<file path="src/rtl/audio_dma_pkg.sv">
package audio_dma_pkg;

   typedef enum logic [1:0] {
      FMT_MONO8   = 2'd0,
      FMT_STEREO8 = 2'd1,
      FMT_MONO16  = 2'd2,
      FMT_STEREO16 = 2'd3
   } smp_fmt_e;

   // log2 of bytes per sample: one step for stereo, one for 16-bit
   function automatic logic [1:0] smp_shift(input logic [1:0] fmt);
      return {1'b0, fmt[0]} + {1'b0, fmt[1]};
   endfunction

endpackage

</file>
<file path="src/rtl/adma_req_calc.sv">
module adma_req_calc #(
   parameter int ADDR_W = 32,
   parameter int IDX_W  = 16,
   parameter int BUD_W  = 16,
   parameter int LEN_W  = IDX_W + 3
) (
   input  logic              run,
   input  logic [ADDR_W-1:0] base,
   input  logic [IDX_W-1:0]  idx,
   input  logic [IDX_W-1:0]  size,
   input  logic [IDX_W-1:0]  cd,
   input  logic [1:0]        res,
   input  logic [1:0]        shift,
   input  logic              offer_valid,
   input  logic [BUD_W-1:0]  offer_bytes,
   output logic              req_valid,
   output logic [ADDR_W-1:0] req_addr,
   output logic [LEN_W-1:0]  req_bytes,
   output logic [LEN_W-1:0]  csc_bytes
);

   logic [LEN_W-1:0] words_left;
   logic [LEN_W-1:0] left_bytes;
   logic [BUD_W-1:0] smp_mask;
   logic [LEN_W-1:0] bud_ext;
   logic [LEN_W-1:0] lim_a;

   always_comb begin
      words_left = LEN_W'(size) - LEN_W'(idx) + LEN_W'(1);
      left_bytes = (idx > size) ? '0 : ((words_left << 2) + LEN_W'(res));
      csc_bytes  = (LEN_W'(cd) + LEN_W'(1)) << shift;
      smp_mask   = BUD_W'((32'd1 << shift) - 32'd1);
      bud_ext    = LEN_W'(offer_bytes & ~smp_mask);
      lim_a      = (left_bytes < csc_bytes) ? left_bytes : csc_bytes;
      req_bytes  = (bud_ext < lim_a) ? bud_ext : lim_a;
      req_valid  = run && offer_valid && (req_bytes != '0);
      req_addr   = base + (ADDR_W'(idx) << 2) + ADDR_W'(res);
   end

endmodule

</file>
<file path="src/rtl/adma_counters.sv">
module adma_counters #(
   parameter int ADDR_W = 32,
   parameter int IDX_W  = 16,
   parameter int LEN_W  = IDX_W + 3
) (
   input  logic              clk,
   input  logic              rst_n,
   input  logic              base_wr,
   input  logic [ADDR_W-1:0] base_wdata,
   input  logic              fcnt_wr,
   input  logic [2*IDX_W-1:0] fcnt_wdata,
   input  logic              reload_wr,
   input  logic [IDX_W-1:0]  reload_wdata,
   input  logic              upd,
   input  logic [LEN_W-1:0]  moved,
   input  logic [LEN_W-1:0]  csc_bytes,
   input  logic [1:0]        shift,
   input  logic              single,
   output logic [ADDR_W-1:0] base_q,
   output logic [IDX_W-1:0]  idx_q,
   output logic [IDX_W-1:0]  size_q,
   output logic [IDX_W-1:0]  cd_q,
   output logic [IDX_W-1:0]  rl_q,
   output logic [1:0]        res_q,
   output logic              end_q,
   output logic              tc_q
);

   localparam int SUM_W = LEN_W + 1;

   logic [SUM_W-1:0] sum;
   logic [SUM_W-1:0] nidx;
   logic             past_end;
   logic             hit;
   logic [LEN_W-1:0] rem;
   logic [IDX_W-1:0] cd_next;

   always_comb begin
      sum      = SUM_W'(moved) + SUM_W'(res_q);
      nidx     = SUM_W'(idx_q) + (sum >> 2);
      past_end = nidx > SUM_W'(size_q);
      hit      = (moved == csc_bytes);
      rem      = csc_bytes - moved - LEN_W'(1);
      cd_next  = IDX_W'(rem >> shift);
   end

   always_ff @(posedge clk) begin
      if (!rst_n) begin
         base_q <= '0;
         idx_q  <= '0;
         size_q <= '0;
         cd_q   <= '0;
         rl_q   <= '0;
         res_q  <= '0;
         end_q  <= 1'b0;
         tc_q   <= 1'b0;
      end else begin
         tc_q <= 1'b0;
         if (base_wr)   base_q <= base_wdata;
         if (reload_wr) rl_q   <= reload_wdata;
         if (fcnt_wr) begin
            idx_q  <= fcnt_wdata[2*IDX_W-1:IDX_W];
            size_q <= fcnt_wdata[IDX_W-1:0];
            res_q  <= '0;
            end_q  <= 1'b0;
         end else if (upd) begin
            tc_q  <= hit;
            cd_q  <= hit ? rl_q : cd_next;
            res_q <= sum[1:0];
            if (past_end) begin
               if (single) begin
                  idx_q <= size_q;
                  end_q <= 1'b1;
               end else begin
                  idx_q <= '0;
               end
            end else begin
               idx_q <= nidx[IDX_W-1:0];
            end
         end
      end
   end

endmodule

</file>
<file path="src/rtl/audio_dma_counter.sv">
module audio_dma_counter
   import audio_dma_pkg::*;
#(
   parameter int ADDR_W    = 32,
   parameter int IDX_W     = 16,
   parameter int BUD_W     = 16,
   parameter bit IS_RECORD = 1'b0,
   parameter int LEN_W     = IDX_W + 3
) (
   input  logic               clk,
   input  logic               rst_n,
   input  logic               ch_enable,
   input  logic               ch_pause,
   input  logic               ch_single,
   input  logic [1:0]         ch_fmt,
   input  logic               base_wr,
   input  logic [ADDR_W-1:0]  base_wdata,
   input  logic               fcnt_wr,
   input  logic [2*IDX_W-1:0] fcnt_wdata,
   input  logic               reload_wr,
   input  logic [IDX_W-1:0]   reload_wdata,
   input  logic               offer_valid,
   input  logic [BUD_W-1:0]   offer_bytes,
   input  logic               done_valid,
   input  logic [LEN_W-1:0]   done_bytes,
   output logic               req_valid,
   output logic [ADDR_W-1:0]  req_addr,
   output logic [LEN_W-1:0]   req_bytes,
   output logic               req_write,
   output logic               tc_pulse,
   output logic               frame_end,
   output logic [ADDR_W-1:0]  frame_base,
   output logic [2*IDX_W-1:0] frame_count,
   output logic [2*IDX_W-1:0] sample_count,
   output logic [1:0]         byte_residue
);

   if (IDX_W < 2 || IDX_W > 24) begin : g_bad_idx
      $error("IDX_W out of range");
   end
   if (BUD_W > LEN_W) begin : g_bad_bud
      $error("BUD_W must not exceed LEN_W");
   end
   if (ADDR_W < IDX_W + 2) begin : g_bad_addr
      $error("ADDR_W too narrow for the frame");
   end

   if (IS_RECORD) begin : g_record
      assign req_write = 1'b1;
   end else begin : g_playback
      assign req_write = 1'b0;
   end

   logic [1:0]        shift;
   logic              run;
   logic [ADDR_W-1:0] base_q;
   logic [IDX_W-1:0]  idx_q, size_q, cd_q, rl_q;
   logic [1:0]        res_q;
   logic              end_q;
   logic              tc_q;
   logic [LEN_W-1:0]  csc_bytes;

   assign shift = smp_shift(ch_fmt);
   assign run   = ch_enable && !ch_pause && !end_q;

   adma_req_calc #(
      .ADDR_W(ADDR_W), .IDX_W(IDX_W), .BUD_W(BUD_W), .LEN_W(LEN_W)
   ) u_req (
      .run        (run),
      .base       (base_q),
      .idx        (idx_q),
      .size       (size_q),
      .cd         (cd_q),
      .res        (res_q),
      .shift      (shift),
      .offer_valid(offer_valid),
      .offer_bytes(offer_bytes),
      .req_valid  (req_valid),
      .req_addr   (req_addr),
      .req_bytes  (req_bytes),
      .csc_bytes  (csc_bytes)
   );

   adma_counters #(
      .ADDR_W(ADDR_W), .IDX_W(IDX_W), .LEN_W(LEN_W)
   ) u_cnt (
      .clk         (clk),
      .rst_n       (rst_n),
      .base_wr     (base_wr),
      .base_wdata  (base_wdata),
      .fcnt_wr     (fcnt_wr),
      .fcnt_wdata  (fcnt_wdata),
      .reload_wr   (reload_wr),
      .reload_wdata(reload_wdata),
      .upd         (done_valid && run),
      .moved       (done_bytes),
      .csc_bytes   (csc_bytes),
      .shift       (shift),
      .single      (ch_single),
      .base_q      (base_q),
      .idx_q       (idx_q),
      .size_q      (size_q),
      .cd_q        (cd_q),
      .rl_q        (rl_q),
      .res_q       (res_q),
      .end_q       (end_q),
      .tc_q        (tc_q)
   );

   assign tc_pulse     = tc_q;
   assign frame_end    = end_q;
   assign frame_base   = base_q;
   assign frame_count  = {idx_q, size_q};
   assign sample_count = {cd_q, rl_q};
   assign byte_residue = res_q;

endmodule

</file>
<file path="config.mk">
export PLATFORM = sky130hd
export DESIGN_NAME = audio_dma_counter
export DESIGN_NICKNAME = d
export VERILOG_FILES = /design/src/rtl/audio_dma_pkg.sv /design/src/rtl/adma_req_calc.sv /design/src/rtl/adma_counters.sv /design/src/rtl/audio_dma_counter.sv
export SDC_FILE = /design/constraint.sdc
export NUM_CORES = 1
export LEC_CHECK = 0
export ABC_CLOCK_PERIOD_IN_PS = 9300
export BUFFER_PORTS_ARGS = -buffer_cell sky130_fd_sc_hd__buf_4
export CAP_MARGIN = 25
export CORE_MARGIN = 10
export CORE_UTILIZATION = 51
export DETAILED_ROUTE_END_ITERATION = 10
export PLACE_DENSITY = 0.91
export SLEW_MARGIN = 20
export SYNTH_ARGS = -nofsm -noshare
export SYNTH_HDL_FRONTEND = slang
export SYNTH_SLANG_ARGS = --single-unit
</file>
<file path="constraint.sdc">
create_clock -name clk -period 9.3 [get_ports clk]
set_clock_uncertainty 0.15 [all_clocks]
set_input_delay 1.86 -clock clk [delete_from_list [all_inputs] [get_ports clk]]
set_output_delay 1.86 -clock clk [all_outputs]
set_load 0.02 [all_outputs]
</file>
==> results.tsv <==
metric	value	unit
setup_violations	0	
reg2reg_depth	22	
fin_crit	9070	ps
drive_gt1_share	25.8	%
yosysTopAreaCell	dfxtp_1	
clk_pin_slew	80	ps
vias	12700	
drt-total-wl	44.6	mm
critPathSlowestCell	a221oi_1	
fin_cells	2081	
final_nets	2076	
cts_sinks	100	
rr_startpoint	u_cnt.res_q[0]	
synth.distinct_cells	78	
n_antenna_cell	0	
ant_nets	0	
ys_seq_area_share	17.1	%
fp.dieH	171	um
die_area	0.0294	mm^2
synth_warnings	0	
required	7290	ps
routabilityCongestion	0.972	
yosys-top-cells-area	dfxtp_1 (17%), ha_1 (16%), mux2i_1 (10%), xnor2_1 (4.9%), a21oi_1 (3.9%)	
ys_seq_elements	100	
hpwlAfterDp	35.8	mm
drv_cap	0	
final_common_cell	buf_4	
slew_viol_final	0	
cts_buffer_depth	2	
slew-limit-headroom	43.7	%
grt.total_usage	29.0	%
use_met1	36.4	%
cp.arrival	7060	ps
grt_pass1_wl	68.0	mm
grt_pass1_vias	12200	
leakage	0.00712	uW
io_pins	280	
avgViaCountPerCell	6.08	
final_hold_viol_count	0	
fin_crit_sh	97.6	%
grt_max_degree	66	
crit_type	in2out	
ctsHoldBuffers	0	
max_clock_freq	110	MHz
grt_util_met2	48.5	%
grtUsageMet3	5.57	%
finalWorstSetupSlack	226	ps
grt-ovfl-total	0	
worstMarginPinSlew	842	ps
cts_tree	done	
avgSynthCellArea	7.76	um^2
start_kind	primary input	
root_buffer	clkbuf_16	
coreArea	0.0226	mm^2
async_flop_share	0	%
synth_ff_type	dfxtp_1	
drcViolationCount	0	
syn_inst	1507	
cts.htree.levels	3	
dr.pass1.iters	6	
worst_setup_path_end_kind	primary output	
p_per_area	157	mW/mm^2
row_count	55	
synth_top_cell_area_share	17.1	%
wl_per_cell	21.4	um
cp_slowest_stage_delay	360	ps
holdCritPathClass	reg2reg	
r2r_slack	2300	ps
area_growth	28.6	%
hold_ws	351	ps
outcome	finished clean	
top_usage_layer	met2	
whs_endpoint	u_cnt.cd_q[5]	
synth_edf_count	0	
finalSetupTns	0	ps
ff_latch_area	0.00200	mm^2
most-common-layout-cells	buf_4 (338), ha_1 (146), inv_1 (109), nor2_1 (107), mux2i_1 (105)	
cp_max_fo	14	
fillers	1878	
die_w	171	um
cts_buffers	9	
antenna_found_initial	0	
r2r-end	u_cnt.idx_q[10]	
io_buffers	275	
drt_iter0_drc	1180	
min-delay-start	u_cnt.rl_q[5]	
multiInputGateArea	0.00924	mm^2
ir_drop	0.000107	V
clk_latency	370	ps
holdPathStages	2	
placed_cells	2052	
synth_area	0.0117	mm^2
start_util	51.8	%
post-place-ws	-90.9	ps
what timing repair did:
| action | CTS | global route |
|---|---|---|
| gates resized for setup | 6 | 74 |
| gates cloned | 1 | 0 |
| buffers inserted | 1 | 13 |
| endpoints found under the setup margin | 16 | 17 |
| pin swaps | 4 | 32 |
synthesized netlist by cell type (4+ instances only):
cell / number
nand2_1: 99
a31o_2: 4
mux2_4: 4
nor3_1: 36
buf_2: 5
o211ai_1: 10
and3_1: 22
o221ai_1: 4
nor2b_1: 56
mux2i_1: 118
a31oi_1: 26
nor4b_1: 9
or3_1: 4
xor2_1: 20
a21oi_1: 90
and4_1: 9
dfxtp_1: 100
ha_1: 152
o21a_1: 14
a22oi_1: 10
nor2_1: 114
or2_2: 5
a22o_1: 4
inv_1: 114
o21ai_1: 10
mux2_2: 10
nand2b_1: 14
nand4_1: 33
xnor2_1: 66
clkbuf_1: 57
o21ai_0: 69
a21o_1: 23
a211oi_1: 25
buf_1: 11
a211o_1: 5
nand3_1: 43
o31ai_1: 8
a21boi_0: 6
and2_1: 17
o21bai_1: 8
nor4_1: 11
buf_4: 7
fa_1: 6
state kept, by name, summed over array words and instances (netlist names):
name / flops
u_cnt.cd_q: 16
u_cnt.res_q: 2
u_cnt.tc_q: 1
u_cnt.end_q: 1
u_cnt.base_q: 32
u_cnt.idx_q: 16
u_cnt.size_q: 16
u_cnt.rl_q: 16
layout make-up:
cell class | instances | share of cell area (%)
multi-input combinational | 1215 | 61.4
tap | 285 | 2.37
clock inverter | 6 | 0.358
timing repair buffer | 351 | 18.0
inverter | 114 | 2.86
clock buffer | 10 | 1.59
sequential | 100 | 13.3
where the power goes:
group / total (uW) / internal (uW) / switching [uW] / leakage [uW]
combinational: 1470 / 679 / 794 / 0.00616
clock: 392 / 194 / 198 / 0.000142
sequential: 491 / 452 / 39.3 / 0.000823
cells by family (layout without fill, tap and decap cells):
| kind of cell | count (synthesis) | after routing | synth area share, % |
|---|---|---|---|
| muxes | 133 | 133 | 11.8 |
| buffers and inverters | 195 | 481 | 6.64 |
| and+or+nand+nor | 484 | 484 | 21.2 |
| DFF | 100 | 100 | 17.1 |
| other | 1 | 4 | 0.0321 |
| adders and majority gates | 158 | 158 | 17.3 |
| xor gates and xnor gates | 86 | 86 | 6.44 |
| AOI/OAI and AO/OA | 350 | 350 | 19.5 |
how the worst max path moves through the flow:
stage                         end  slack (ps)       startpoint
floorplan           req_bytes[10]          20        ch_fmt[0]
global placement     req_bytes[9]         110        ch_fmt[0]
detailed placement  req_bytes[15]         -90        ch_fmt[0]
CTS                 req_bytes[13]           1        ch_fmt[0]
global route         req_bytes[5]         -70  u_cnt.size_q[9]
finish               req_bytes[9]         230        ch_fmt[0]
metal layers:
metal / vias to the layer above / part of all wire (%)
li1: 5973 / -
met2: 600 / 48
met4: 0 / 3.2
met5: - / 0
met3: 92 / 7.9
met1: 5991 / 41
critical path: cells and delay by family:
| kind | cells | cell delay (ps) |
|---|---|---|
| simple gates | 2 | 340 |
| mux | 3 | 850 |
| compound gates | 11 | 1920 |
| buf+inv | 11 | 1330 |
| fa+ha+maj | 3 | 750 |
per-stage QoR:
stage | util (%) | power, uW | instance area, um^2
floorplan | - | 1340 | 11700
global placement | 63.3 | 1800 | 14300
detailed placement | 63.3 | 1820 | 14300
CTS | 64.9 | 2240 | 14600
global route | 66.6 | 2480 | 15000
finish | 66.6 | 2360 | 15000
Note: power is estimated with default switching activity, not from simulation.
